--- config.mk ---
export PLATFORM = sky130hd
export DESIGN_NAME = i2s_tx_top
export DESIGN_NICKNAME = d
export VERILOG_FILES = /design/src/rtl/i2s_tx_pkg.sv /design/src/rtl/i2s_rate_search.sv /design/src/rtl/i2s_txfifo.sv /design/src/rtl/i2s_tx_core.sv /design/src/rtl/i2s_tx_top.sv
export SDC_FILE = /design/constraint.sdc
export NUM_CORES = 1
export LEC_CHECK = 0
export BUFFER_PORTS_ARGS = -buffer_cell sky130_fd_sc_hd__buf_4
export CAP_MARGIN = 10
export CORE_UTILIZATION = 25
export DETAILED_ROUTE_END_ITERATION = 6
export GPL_TIMING_DRIVEN = 0
export PLACE_DENSITY = 0.41
export SLEW_MARGIN = 25
export SYNTH_ARGS = -nofsm -noshare
export SYNTH_HDL_FRONTEND = slang
export SYNTH_SLANG_ARGS = --single-unit
--- constraint.sdc ---
create_clock -name clk_i -period 9.1 [get_ports clk_i]
set_input_delay 0 -clock clk_i [delete_from_list [all_inputs] [get_ports clk_i]]
set_output_delay 0 -clock clk_i [all_outputs]
set_load 0.05 [all_outputs]
--- src/rtl/i2s_tx_pkg.sv ---
package i2s_tx_pkg;
  localparam int unsigned PRESC_W = 5;

  typedef enum logic [1:0] {
    FMT_S16 = 2'b00,
    FMT_S8  = 2'b01
  } fmt_e;

  typedef struct packed {
    logic               fmt8;
    logic [PRESC_W-1:0] presc;
    logic               tx_en;
    logic               dma_en;
  } cfg_t;
endpackage

--- src/rtl/i2s_rate_search.sv ---
module i2s_rate_search #(
  parameter int unsigned SYS_HZ  = 18_432_000,
  parameter int unsigned MCLK_FS = 384,
  parameter int unsigned RATE_W  = 20,
  parameter int unsigned PW      = 5
) (
  input  logic              clk_i,
  input  logic              rst_ni,
  input  logic              start_i,
  input  logic [RATE_W-1:0] rate_i,
  output logic              done_o,
  output logic [2*PW-1:0]   presc_o
);
  localparam int unsigned NCAND = 1 << PW;

  logic [RATE_W-1:0] cand [NCAND];

  for (genvar g = 0; g < NCAND; g++) begin : g_cand
    localparam logic [RATE_W-1:0] CRATE = RATE_W'(SYS_HZ / MCLK_FS / (g + 1));
    assign cand[g] = CRATE;
  end

  logic              busy_q, done_q;
  logic [PW-1:0]     idx_q, best_q, res_q;
  logic [RATE_W-1:0] rate_q, bdiff_q, cur_w, diff_w;
  logic              better_w;

  assign cur_w    = cand[idx_q];
  assign diff_w   = (cur_w > rate_q) ? cur_w - rate_q : rate_q - cur_w;
  assign better_w = diff_w < bdiff_q;  // strict: earliest n keeps a tie

  always_ff @(posedge clk_i or negedge rst_ni) begin
    if (!rst_ni) begin
      busy_q  <= 1'b0;
      done_q  <= 1'b0;
      idx_q   <= '0;
      best_q  <= '0;
      res_q   <= '0;
      rate_q  <= '0;
      bdiff_q <= '1;
    end else if (start_i) begin
      busy_q  <= 1'b1;
      done_q  <= 1'b0;
      idx_q   <= '0;
      best_q  <= '0;
      rate_q  <= rate_i;
      bdiff_q <= '1;
    end else if (busy_q) begin
      idx_q <= idx_q + 1'b1;
      if (better_w) begin
        best_q  <= idx_q;
        bdiff_q <= diff_w;
      end
      if (idx_q == PW'(NCAND - 1)) begin
        busy_q <= 1'b0;
        done_q <= 1'b1;
        res_q  <= better_w ? idx_q : best_q;
      end
    end else begin
      done_q <= 1'b0;
    end
  end

  assign done_o  = done_q;
  assign presc_o = {res_q, res_q};

  p_done_after_scan_r10: assert property (@(posedge clk_i) disable iff (!rst_ni)
    done_q |-> $past(busy_q) && $past(idx_q) == PW'(NCAND - 1));
  p_done_single_r10: assert property (@(posedge clk_i) disable iff (!rst_ni)
    done_q |=> !done_q);
endmodule

--- src/rtl/i2s_txfifo.sv ---
module i2s_txfifo #(
  parameter int unsigned DW    = 32,
  parameter int unsigned DEPTH = 32
) (
  input  logic          clk_i,
  input  logic          rst_ni,
  input  logic          push_i,
  input  logic [DW-1:0] data_i,
  input  logic          pop_i,
  output logic [DW-1:0] data_o,
  output logic          empty_o,
  output logic          full_o
);
  localparam int unsigned AW = $clog2(DEPTH);
  localparam int unsigned CW = $clog2(DEPTH + 1);

  logic [DW-1:0] mem_q [DEPTH];
  logic [AW-1:0] wp_q, rp_q;
  logic [CW-1:0] cnt_q;
  logic          wr_w, rd_w;

  assign empty_o = cnt_q == '0;
  assign full_o  = cnt_q == CW'(DEPTH);
  assign wr_w    = push_i && !full_o;
  assign rd_w    = pop_i && !empty_o;
  assign data_o  = mem_q[rp_q];

  always_ff @(posedge clk_i) begin
    if (wr_w) mem_q[wp_q] <= data_i;
  end

  always_ff @(posedge clk_i or negedge rst_ni) begin
    if (!rst_ni) begin
      wp_q  <= '0;
      rp_q  <= '0;
      cnt_q <= '0;
    end else begin
      if (wr_w) wp_q <= (wp_q == AW'(DEPTH - 1)) ? '0 : wp_q + 1'b1;
      if (rd_w) rp_q <= (rp_q == AW'(DEPTH - 1)) ? '0 : rp_q + 1'b1;
      cnt_q <= cnt_q + CW'(wr_w) - CW'(rd_w);
    end
  end

  p_no_overflow_r7: assert property (@(posedge clk_i) disable iff (!rst_ni)
    (push_i && full_o && !pop_i) |=> $stable(cnt_q));
  p_no_underflow_r8: assert property (@(posedge clk_i) disable iff (!rst_ni)
    (pop_i && empty_o && !push_i) |=> $stable(cnt_q));
endmodule

--- src/rtl/i2s_tx_core.sv ---
module i2s_tx_core #(
  parameter int unsigned SLOT_W   = 16,
  parameter int unsigned HALF_DIV = 6,
  parameter int unsigned PW       = 5
) (
  input  logic                clk_i,
  input  logic                rst_ni,
  input  logic                run_i,
  input  logic [PW-1:0]       presc_i,
  input  logic                fmt8_i,
  input  logic                empty_i,
  input  logic [2*SLOT_W-1:0] data_i,
  input  logic                urun_clr_i,
  output logic                pop_o,
  output logic                urun_o,
  output logic                bclk_o,
  output logic                ws_o,
  output logic                sd_o
);
  localparam int unsigned WW  = 2 * SLOT_W;
  localparam int unsigned SLW = $clog2(WW);
  localparam int unsigned HW  = $clog2(HALF_DIV);

  logic [PW-1:0]  pcnt_q;
  logic [HW-1:0]  hcnt_q;
  logic [SLW-1:0] slot_q, slot_nx;
  logic [WW-1:0]  sh_q, word_w;
  logic           bclk_q, ws_q, sd_q, urun_q;
  logic           mtick_w, edge_w, fall_w, load_w;

  assign mtick_w = run_i && (pcnt_q == presc_i);
  assign edge_w  = mtick_w && (hcnt_q == HW'(HALF_DIV - 1));
  assign fall_w  = edge_w && bclk_q;
  assign slot_nx = slot_q + 1'b1;
  assign load_w  = fall_w && (slot_nx == SLW'(1));
  assign pop_o   = load_w && !empty_i;

  always_comb begin
    if (empty_i)     word_w = '0;
    else if (fmt8_i) word_w = {data_i[SLOT_W+7:SLOT_W], {(SLOT_W-8){1'b0}},
                               data_i[7:0], {(SLOT_W-8){1'b0}}};
    else             word_w = data_i;
  end

  always_ff @(posedge clk_i or negedge rst_ni) begin
    if (!rst_ni) begin
      pcnt_q <= '0; hcnt_q <= '0; slot_q <= '0; sh_q <= '0;
      bclk_q <= 1'b0; ws_q <= 1'b0; sd_q <= 1'b0;
    end else if (!run_i) begin
      pcnt_q <= '0; hcnt_q <= '0; slot_q <= '0; sh_q <= '0;
      bclk_q <= 1'b0; ws_q <= 1'b0; sd_q <= 1'b0;
    end else begin
      pcnt_q <= mtick_w ? '0 : pcnt_q + 1'b1;
      if (mtick_w) hcnt_q <= (hcnt_q == HW'(HALF_DIV - 1)) ? '0 : hcnt_q + 1'b1;
      if (edge_w) bclk_q <= ~bclk_q;
      if (fall_w) begin
        slot_q <= slot_nx;
        ws_q   <= slot_nx[SLW-1];
        if (load_w) begin
          sd_q <= word_w[WW-1];
          sh_q <= {word_w[WW-2:0], 1'b0};
        end else begin
          sd_q <= sh_q[WW-1];
          sh_q <= {sh_q[WW-2:0], 1'b0};
        end
      end
    end
  end

  always_ff @(posedge clk_i or negedge rst_ni) begin
    if (!rst_ni)                urun_q <= 1'b0;
    else if (urun_clr_i)        urun_q <= 1'b0;
    else if (load_w && empty_i) urun_q <= 1'b1;
  end

  assign bclk_o = bclk_q;
  assign ws_o   = ws_q;
  assign sd_o   = sd_q;
  assign urun_o = urun_q;

  p_ws_on_fall_r3: assert property (@(posedge clk_i) disable iff (!rst_ni)
    (run_i && $past(run_i) && !$stable(ws_q)) |-> $fell(bclk_q));
  p_sd_on_fall_r3: assert property (@(posedge clk_i) disable iff (!rst_ni)
    (run_i && $past(run_i) && !$stable(sd_q)) |-> $fell(bclk_q));
endmodule

--- src/rtl/i2s_tx_top.sv ---
module i2s_tx_top
  import i2s_tx_pkg::*;
#(
  parameter int unsigned SYS_HZ     = 18_432_000,
  parameter int unsigned RATE_W     = 20,
  parameter int unsigned FIFO_DEPTH = 32,
  parameter int unsigned MCLK_FS    = 384,
  parameter int unsigned SLOT_W     = 16
) (
  input  logic                clk_i,
  input  logic                rst_ni,
  input  logic                cfg_we_i,
  input  logic [1:0]          cfg_fmt_i,
  input  logic [PRESC_W-1:0]  cfg_presc_i,
  input  logic                cfg_tx_en_i,
  input  logic                cfg_dma_en_i,
  output logic                cfg_err_o,
  input  logic                push_i,
  input  logic [2*SLOT_W-1:0] push_data_i,
  output logic                tx_req_o,
  output logic                underrun_o,
  input  logic                srch_start_i,
  input  logic [RATE_W-1:0]   srch_rate_i,
  output logic                srch_done_o,
  output logic [2*PRESC_W-1:0] srch_presc_o,
  output logic                bclk_o,
  output logic                ws_o,
  output logic                sd_o
);
  localparam int unsigned BCLK_FS  = 2 * SLOT_W;
  localparam int unsigned HALF_DIV = MCLK_FS / (2 * BCLK_FS);

  cfg_t cfg_q;
  logic err_q, fmt_ok_w, accept_w;
  logic pop_w, empty_w, full_w;
  logic [2*SLOT_W-1:0] fifo_dout_w;

  assign fmt_ok_w = (cfg_fmt_i == FMT_S16) || (cfg_fmt_i == FMT_S8);
  assign accept_w = cfg_we_i && fmt_ok_w;

  always_ff @(posedge clk_i or negedge rst_ni) begin
    if (!rst_ni) begin
      cfg_q <= '0;
      err_q <= 1'b0;
    end else begin
      err_q <= cfg_we_i && !fmt_ok_w;
      if (accept_w) begin
        cfg_q.fmt8   <= cfg_fmt_i == FMT_S8;
        cfg_q.presc  <= cfg_presc_i;
        cfg_q.tx_en  <= cfg_tx_en_i;
        cfg_q.dma_en <= cfg_dma_en_i;
      end
    end
  end

  assign cfg_err_o = err_q;
  assign tx_req_o  = cfg_q.dma_en && !full_w;

  i2s_txfifo #(.DW(2 * SLOT_W), .DEPTH(FIFO_DEPTH)) u_fifo (
    .clk_i   (clk_i),
    .rst_ni  (rst_ni),
    .push_i  (push_i),
    .data_i  (push_data_i),
    .pop_i   (pop_w),
    .data_o  (fifo_dout_w),
    .empty_o (empty_w),
    .full_o  (full_w)
  );

  i2s_tx_core #(.SLOT_W(SLOT_W), .HALF_DIV(HALF_DIV), .PW(PRESC_W)) u_core (
    .clk_i      (clk_i),
    .rst_ni     (rst_ni),
    .run_i      (cfg_q.tx_en),
    .presc_i    (cfg_q.presc),
    .fmt8_i     (cfg_q.fmt8),
    .empty_i    (empty_w),
    .data_i     (fifo_dout_w),
    .urun_clr_i (accept_w),
    .pop_o      (pop_w),
    .urun_o     (underrun_o),
    .bclk_o     (bclk_o),
    .ws_o       (ws_o),
    .sd_o       (sd_o)
  );

  i2s_rate_search #(.SYS_HZ(SYS_HZ), .MCLK_FS(MCLK_FS), .RATE_W(RATE_W), .PW(PRESC_W)) u_search (
    .clk_i   (clk_i),
    .rst_ni  (rst_ni),
    .start_i (srch_start_i),
    .rate_i  (srch_rate_i),
    .done_o  (srch_done_o),
    .presc_o (srch_presc_o)
  );

  p_bad_fmt_keeps_cfg_r6: assert property (@(posedge clk_i) disable iff (!rst_ni)
    (cfg_we_i && !fmt_ok_w) |=> $stable(cfg_q) && cfg_err_o);
  p_req_off_when_full_r7: assert property (@(posedge clk_i) disable iff (!rst_ni)
    full_w |-> !tx_req_o);
  p_pop_nonempty_r8: assert property (@(posedge clk_i) disable iff (!rst_ni)
    pop_w |-> !empty_w);
endmodule

# After elaboration in Yosys (flattened, before gate mapping)
# Memory sizes are Yosys's and may differ from the RTL's.
# Index checks and enable logic that the tools add are counted.
[word_totals]
regBits = 131
ram_bits = 1024
rom_bits = 640
inputBits = 66
mem_count = 2
[classes]
addsub = 10
magnitude_cmp = 3
n_eq_ne = 12
n_mux = 42
bitwise = 3
reduce_logical = 22
[mem_list]
columns = ["memory", "words", "word_bits", "rd", "rd_ports_with_merged_regs", "write_ports", "line", "source"]
rows = [
  ["u_fifo.mem_q", 32, 32, 1, 0, 1, "i2s_txfifo.sv:17", "logic [DW-1:0] mem_q [DEPTH];"],
  ["(name not given)", 32, 20, 1, 0, 0, "i2s_rate_search.sv:28", "assign cur_w = cand[idx_q];"],
]
[op_table]
columns = ["cell", "n"]
rows = [
  ["two-way mux 32 bit", 5],
  ["two-way mux 20 bit", 6],
  ["two-way mux 5 bit", 11],
  ["subtractor 20 bit", 2],
  ["adder 5 x 1 -> 5 bit (second input constant)", 5],
  ["> comparator 20 bit", 1],
  ["less-than comparator 20 bit", 1],
  ["two-way mux 1 bit", 17],
  ["== test 5 bit (second input constant)", 3],
  ["logical AND 1 bit", 11],
  ["two-way mux 3 bit", 3],
  ["adder 6 x 1 -> 6 bit", 1],
  ["== test 6 bit (second input constant)", 1],
  ["greater-or-equal comparator 6 bit (second input constant)", 1],
  ["logical NOT 6 bit", 1],
  ["inequality test 2 x 1 -> 1 bit (second input constant)", 3],
  ["NOT 5 -> 6 bit", 1],
  ["nonzero test 2 bit", 3],
  ["subtractor 6 x 1 -> 6 bit", 1],
  ["== test 5 x 1 -> 1 bit (second input constant)", 1],
  ["== test 5 bit", 1],
  ["adder 3 x 1 -> 3 bit (second input constant)", 1],
  ["== test 3 bit (second input constant)", 1],
  ["logical NOT 1 bit", 3],
  ["7 further kinds", 8],
]

# Logic depth before layout (Yosys ltp)
# Gate-level depths: netlist (run 1).
[depth]
ltp_word = 10
mapped_depth = 30

# By module
# Synthesis (run 1) repeated with hierarchy kept, for this count alone.
[unflattened]
cells_unflattened = 2784
area_unflattened_um2 = 48223.8
[modules_own_cells]
columns = ["module", "instances", "cells_per_inst", "area_per_inst_um2"]
rows = [
  ["i2s_txfifo", 1, 1819, 39872.0],
  ["i2s_rate_search", 1, 658, 5336.4],
  ["i2s_tx_core", 1, 286, 2631.3],
  ["i2s_tx_top", 1, 21, 384.1],
]

# Least setup slack after synthesis (run 1)
# OpenSTA, ideal clock, no wires.
[synth_timing]
kind = "reg-to-reg"
startpoint = "reg u_search.idx_q[1]"
endpoint = "reg u_search.bdiff_q[10]"
arrival_ps = 6118
t_required_ps = 9020
path_slack_ps = 2903
path_stages_with_launch = 27
period_less_slack_ps = 6197
path_cell_list = "dfrtp_1 clkbuf_1 inv_1 ha_1 or2_2 nor3b_1 o31ai_1 ha_1 buf_2 and4_1 nand3_1 a21oi_1 or4b_1 clkbuf_1 clkbuf_1 a221oi_1 a21oi_1 xor2_1 ha_1 a211o_1 a2111oi_0 a21oi_1 o41a_1 nor2_2 nand2_2 buf_2 o22a_1"
[synth_between]
elab_chain_len = 9
[synth_rtl]
columns = ["item", "line", "source"]
rows = [
  ["start, declared", "i2s_rate_search.sv:24", "logic [PW-1:0] idx_q, best_q, res_q;"],
  ["start signal, assigned", "i2s_rate_search.sv:49", "idx_q <= idx_q + 1'b1;"],
  ["NOT 5 -> 6 bit (not written as such) (*)", "i2s_rate_search.sv:28", ""],
  ["memory read (32 x 20 bit) (*)", "n/a", ""],
  ["two-way mux 20 bit (not written as such) (*) (2 in a row)", "i2s_rate_search.sv:28", ""],
  ["subtractor 20 bit / > comparator 20 bit (equally long branches)", "i2s_rate_search.sv:29", "assign diff_w = (cur_w > rate_q) ? cur_w - rate_q : rate_q - cur_w;"],
  ["two-way mux 20 bit (*)", "i2s_rate_search.sv:29", ""],
  ["less-than comparator 20 bit / two-way mux 20 bit (equally long branches)", "i2s_rate_search.sv:30, i2s_rate_search.sv:50", ""],
  ["nonzero test 2 bit (no source line) / two-way mux 20 bit (equally long branches)", "n/a", ""],
  ["AND reduction 2 bit (no source line) / two-way mux 20 bit (equally long branches)", "n/a", ""],
  ["end signal, assigned", "i2s_rate_search.sv:52", "bdiff_q <= diff_w;"],
  ["end, declared", "i2s_rate_search.sv:25", "logic [RATE_W-1:0] rate_q, bdiff_q, cur_w, diff_w;"],
]
# Every way passes the cells marked *; elsewhere a longest branch is shown, timed or not. The select of a mux whose other input is x is not followed.
# A chain may end at the register's enable or synchronous reset.

# Final worst setup path (run 1)
[layout_timing]
startpoint = "reg u_search.idx_q[1]"
endpoint = "reg u_search.bdiff_q[11]"
# The elaborated chain is that of the path after synthesis.

==> results of run 1 <==
-- final cells by class --
class                   instances  area, um2
clock buffers                 173       3540
repair buffers                266       3350
clock inverters                70        759
plain buffers                 146        659
flip-flops and latches       1153      34000
diodes                          1       2.50
multi-input cells            1194      13200
well taps                    2511       3140
inverters                      89        334
fillers                     18500     131000
-- state kept, by name, indices dropped and copies added, names as in the netlist, 6 cells and up --
signal and flops:
cfg_q 8, u_core.sh_q 31, u_fifo.cnt_q 6, u_fifo.mem_q 1024, u_search.bdiff_q 20, u_search.rate_q 20
-- report_power, final --
part	total, mW	switching (mW)	internal (mW)
Clock	5.26	2.31	2.95
Combinational	1.37	0.852	0.521
Sequential	6.18	0.0853	6.10
Total	12.8	3.25	9.57
-- worst max-delay path: stages (launching register included) --
cell and delay, ns:
dfrtp_1 0.43, clkbuf_1 0.51, inv_1 0.32, ha_1 0.52
nor2b_1 0.22, a21oi_1 0.09, o21ai_0 0.53, ha_1 0.42
and3_1 0.24, o21ai_1 0.13, a21oi_1 0.11, or4b_1 0.46
clkbuf_1 0.18, clkbuf_1 0.30, a221oi_1 0.33, a21oi_1 0.09
xor2_1 0.20, ha_1 0.20, a211o_1 0.30, a2111oi_0 0.41
a21oi_1 0.19, o41a_1 0.53, nor2_2 0.45, nand2_2 0.26
buf_2 0.26, o22a_1 0.22
-- metrics by stage --
step / util, % / setup slack [ns] / std cells / hold slack (ns) / power, mW
global placement: 27.1 / 0.839 / 5175 / 0.209 / 7.52
finish: 31.0 / 1.14 / 5603 / 0.0617 / 12.8
CTS: 31.0 / 0.983 / 5601 / 0.0304 / 13.0
detailed placement: 28.1 / 1.00 / 5240 / -0.0147 / 7.64
floorplan: - / 2.90 / 2582 / -0.296 / 7.00
global route: 31.0 / 0.642 / 5603 / 0.0341 / 13.3
-- routing by layer --
layer  up-vias  share of wire [%]  global-route usage, %
met5         -                  0                      0
met4         0                1.8                   3.11
met3       162                4.2                   2.54
met2       586                 49                   24.7
met1     13700                 45                   20.0
li1      11200                  -                      -
-- cells by family (layout without fill, tap and decap cells) --
logic type      after synthesis  count (layout)  share of synthesized area [%]
fa+ha+maj                    85              85                           2.27
mux                         385             385                           16.1
flops                      1153            1153                           70.9
buf+inv                     235             744                           1.99
xor+xnor                     37              37                          0.692
other cells                   0               1                              0
simple gates                391             391                           3.71
compound gates              296             296                           4.26
-- layout by cell type, fill, tap and decap left out, types with 9 or more instances in the layout --
cell           netlist  layout
nand3_1             53      53
nand2_1            139     139
clkbuf_1            91     107
inv_1               86      86
clkbuf_2             0      19
buf_16               0      30
clkbuf_16            0     134
a211oi_1            10      10
o2bb2ai_1           17      17
dfstp_2             20      20
and2_1              11      11
clkinv_2             0      19
nor3_1              13      13
a21oi_1             71      71
xnor2_1             22      22
buf_2               21      34
nor2_1             108      76
a21o_1              17      17
mux4_2             308     308
dlygate4sd3_1        0     117
buf_12               0      36
nor2b_1             18      18
o22a_1              17      17
a221oi_1            10      10
and3_1               9       9
mux2i_1             52      52
dfrtp_1            109     109
edfxtp_1          1024    1024
o21ai_0             61      61
a22o_1              19      19
nor2_4               0      32
clkinv_1             3      26
buf_4                8      89
ha_1                82      82
xor2_1              14      14
mux2_2              25      25
buf_1               24      11
-- final timing paths --
check,cells after the start,from,to
min,3,cfg_dma_en_i,cfg_q[0]
min reg2reg,1,cfg_q[0],cfg_q[0]
max in group asynchronous,4,rst_ni,u_core.sh_q[15]
min in group asynchronous,3,rst_ni,u_search.bdiff_q[19]
max reg2reg,25,u_search.idx_q[1],u_search.bdiff_q[11]
max,25,u_search.idx_q[1],u_search.bdiff_q[11]
==> results.sh, run 1 <==
export IMPL_p_per_area_nw_per_um2=217
export IMPL_final_max_slew_viol_count=0
export IMPL_cts_resized=0
export IMPL_synth_area_leaders="edfxtp_1, mux4_2, dfrtp_1"
export IMPL_startpoint_type="flip-flop"
export IMPL_cts_buffers=134
export IMPL_track_usage_pct=14.7
export IMPL_setup_viol=0
export IMPL_skew_ns=0.0541
export IMPL_routedWlPerCell_um=25.3
export IMPL_grt_pass1_vias=26900
export IMPL_dpl_instance_area_um2=53500
export IMPL_finalCriticalPeriod_ns=7.96
export IMPL_postSynth_asyncResetShare_pct=11.2
export IMPL_num_rows=160
export IMPL_die_area_um2=193000
export IMPL_critPathRequiredTime_ns=9.78
export IMPL_hold_path_class="input pin to flip-flop"
export IMPL_initial_core_util_pct=25.2
export IMPL_fin_nets=3135
export IMPL_core_area_um2=190000
export IMPL_area_growth_pct=23.1
export IMPL_place_congestion=0.777
export IMPL_cts_tree="built"
export IMPL_routed_wl_um=142000
export IMPL_postCtsHoldBufs=118
export IMPL_synthesis_area_um2=47900
export IMPL_synth_top_cell_area_share_pct=64.2
export IMPL_synth_edff_count=1024
export IMPL_port_buffers=82
export IMPL_ir_worst_vdd_uv=174
export IMPL_r2r_setup_slack_ns=1.14
export IMPL_critical_path_class="flip-flop to flip-flop"
export IMPL_ant_nets=0
export IMPL_max_cap_viol_count=0
export IMPL_synth_most_common_cell="edfxtp_1"
export IMPL_clockBufferDepth=3
export IMPL_synth_top_area_cell="edfxtp_1"
export IMPL_clkTransAtPathRegs_ns=0.06
export IMPL_finish_instance_area_um2=59000
export IMPL_leakage_nw=19.5
export IMPL_vias=25700
export IMPL_grt_pass1_wl_um=203000
export IMPL_drc=0
export IMPL_dieWidth_um=440
export IMPL_die_y_um=440
export IMPL_dpl_hpwl_um=95000
export IMPL_end_kind="flip-flop"
export IMPL_path_max_fanout=10
export IMPL_first_pass_iters=5
export IMPL_fmax_mhz=126
export IMPL_htreeDepth=4
export IMPL_antenna_found_initial=3
export IMPL_synth_seq_cells=1153
export IMPL_synth_flop_cell="edfxtp_1"
export IMPL_status="finished, final reports clean"
export IMPL_grt_max_degree=74
export IMPL_insertion_delay_ns=0.78
export IMPL_hold_viol_final=0
export IMPL_netlist_top_cells_count="edfxtp_1, mux4_2, nand2_1, dfrtp_1, nor2_1"
export IMPL_io_pins=83
export IMPL_globalRouteOverflowTotal=0
export IMPL_numClockSinks=1153
export IMPL_synth_fp_nets=2733
export IMPL_period_share_pct=87.5
export IMPL_ctsRootBufferMaster="clkbuf_16"
export IMPL_ys_warn_count=0
export IMPL_drt_iter0_drc=2152
export IMPL_finalSetupTns_ns=0
export IMPL_syn_area_per_cell_um2=18.6
export IMPL_max_slew_worst_pin_slew_ns=1.10
export IMPL_ys_types=78
export IMPL_arrival_ns=8.64
export IMPL_yosysSeqAreaShare_pct=70.9
export IMPL_post_cts_buffers=0
export IMPL_viasPerCell=4.58
export IMPL_synth_cells=2582
export IMPL_slew_limit_headroom_pct=26.1
export IMPL_rsz0062_at_grt="no"
export IMPL_drive_gt1_share_pct=25.9
Power figures use the tool's default switching activity.
==> inputs of run 2 (changes only) <==
REMOVE_ABC_BUFFERS = 1   (was not set)
==> results.sh, run 2 (synthesized netlist as in run 1, its figures left out) <==
export IMPL_status="finished, final reports clean"
export IMPL_ant_nets=0
export IMPL_critPathRequiredTime_ns=9.77
export IMPL_initial_core_util_pct=25.2
export IMPL_largest_registers="u_fifo.mem_q (1024), u_core.sh_q (31)"
export IMPL_rsz0062_at_grt="no"
export IMPL_top_layer="met5"
export IMPL_r2r_setup_slack_ns=1.08
export IMPL_end_kind="flip-flop"
export IMPL_num_rows=160
export IMPL_met1_length_um=62800
export IMPL_crit_start="u_search.idx_q[0]"
export IMPL_max_cap_viol_count=0
export IMPL_grt_pass1_vias=26700
export IMPL_port_buffers=82
export IMPL_holdPathEnd="u_fifo.mem_q[28][8]"
export IMPL_ir_worst_vdd_uv=153
export IMPL_wl_met3_um=6750
export IMPL_hold_path_class="input pin to flip-flop"
export IMPL_track_usage_pct=14.1
export IMPL_die_y_um=440
export IMPL_leakage_nw=19.6
export IMPL_dr_wl_met2_um=63300
export IMPL_critical_path_class="flip-flop to flip-flop"
export IMPL_antenna_found_initial=8
export IMPL_filler_cell_count=18300
export IMPL_r2r_start="u_search.idx_q[0]"
export IMPL_most_common_layout_cells="edfxtp_1, mux4_2, nand2_1, clkbuf_16, dlygate4sd3_1"
export IMPL_dpl_hpwl_um=89400
export IMPL_max_slew_worst_pin_slew_ns=0.909
export IMPL_die_area_um2=193000
export IMPL_ctsRootBufferMaster="clkbuf_16"
export IMPL_rr_endpoint="u_search.bdiff_q[17]"
export IMPL_globalRouteOverflowTotal=0
export IMPL_largest_reg_flops=1024
export IMPL_setup_viol=0
export IMPL_io_pins=83
export IMPL_min_path_cells=2
export IMPL_grt_pass1_wl_um=195000
export IMPL_core_area_um2=190000
export IMPL_post_cts_buffers=0
export IMPL_first_pass_iters=6
export IMPL_insertion_delay_ns=0.77
export IMPL_finalSetupTns_ns=0
export IMPL_hold_viol_final=0
export IMPL_grt_max_degree=67
export IMPL_cts_tree="built"
export IMPL_arrival_ns=8.69
export IMPL_dieWidth_um=440
export IMPL_ff2ff_path_depth=23
export IMPL_drc=0
export IMPL_drt_iter0_drc=2249
export IMPL_worst_slack_ns=1.08
export IMPL_path_max_fanout=20
export IMPL_p_per_area_nw_per_um2=214
export IMPL_skew_ns=0.0429
export IMPL_period_share_pct=88.1
export IMPL_fin_nets=3052
export IMPL_vias=25700
export IMPL_post_place_ws_ns=0.827
export IMPL_htreeDepth=4
export IMPL_hp_start="push_data_i[8]"
export IMPL_final_common_cell="edfxtp_1"
export IMPL_fmax_mhz=125
export IMPL_clkTransAtPathRegs_ns=0.06
export IMPL_routed_wl_um=136000
export IMPL_clockBufferDepth=3
export IMPL_drive_gt1_share_pct=26.4
export IMPL_routedWlPerCell_um=24.6
export IMPL_place_congestion=0.776
export IMPL_area_growth_pct=24.8
export IMPL_top_register="u_fifo.mem_q"
export IMPL_finalCriticalPeriod_ns=8.02
export IMPL_slew_limit_headroom_pct=39.4
export IMPL_numClockSinks=1153
export IMPL_cts_buffers=133
export IMPL_startpoint_type="flip-flop"
export IMPL_final_max_slew_viol_count=0
export IMPL_viasPerCell=4.65
## run 2: cell count changes in the layout (fill, tap and decap cells not counted), moves of 5 or more
| cell | change |
|---|---|
| buf_2 | -32 |
| clkbuf_2 | -19 |
| dlygate4sd3_1 | +15 |
| buf_1 | -11 |
| dfrtp_1 | -9 |
| clkbuf_1 | -79 |
| dfrtp_2 | +5 |
| buf_16 | +48 |
| buf_4 | -8 |
| clkinv_1 | +13 |
## run 2: critical path, stage by stage (launching register included)
cell       delay, ns
dfrtp_1         0.58
inv_1           0.31
ha_1            0.26
nor2b_1         0.31
a21oi_1         0.12
o21ai_0         0.53
inv_1           0.11
ha_1            0.24
fa_1            0.43
nor2b_1         0.21
o21ai_1         0.13
a21oi_1         0.21
or4b_1          0.52
and2_1          0.54
a21oi_1         0.17
xor2_1          0.21
ha_1            0.22
a211o_1         0.32
a2111oi_0       0.66
a21oi_1         0.19
o41ai_1         0.69
a21o_1          0.69
nor2_1          0.10
a211oi_2        0.17
## run 2: through the flow
step                utilization (%)  std cells  power, mW  hold slack, ns  instance area, um2
finish                         31.4       5523       12.8           0.184               59800
global route                   31.4       5521       13.3           0.160               59800
CTS                            31.4       5521       13.0           0.125               59800
detailed placement             28.5       5144       7.70        -0.00892               54200
global placement               26.8       5029       7.48           0.210               51100
floorplan                         -       2436       6.99          -0.296               47300
## run 2: layout make-up
class,instances,area [um2],share of cell area [%]
tap,2511,3140,5.25
clock inverter,80,752,1.26
inverter,89,339,0.567
sequential,1153,34000,56.9
multi-input combinational,1194,13200,22.1
timing repair buffer,330,4820,8.06
antenna,2,5.00,0.00836
clock buffer,164,3510,5.86
## run 2: how the worst max path moves through the flow
stage | cells past startpoint | slack, ns | to
after floorplan | 5 | -2.62 | u_core.sh_q[9]
after global placement | 6 | -8.39 | u_core.sh_q[14]
after detailed placement | 21 | 0.83 | u_search.bdiff_q[19]
after CTS | 21 | 0.79 | u_search.bdiff_q[19]
after global routing | 22 | 0.41 | u_search.bdiff_q[19]
final | 23 | 1.08 | u_search.bdiff_q[17]
## run 2: per-layer routing
| layer | vias up | GRT usage, % |
|---|---|---|
| li1 | 11000 | - |
| met4 | 6 | 3.65 |
| met5 | - | 0 |
| met1 | 13800 | 20.0 |
| met2 | 650 | 22.0 |
| met3 | 189 | 2.73 |
## run 2: timing repair
item                                   in CTS  in global routing
endpoints found under the hold margin    1200                  0
resized for setup                           0                  0
hold buffers                              133                  0
## run 2: report_power, final
group	switching [mW]	internal [mW]
registers	0.120	6.10
clock network	2.23	2.95
logic	0.856	0.561
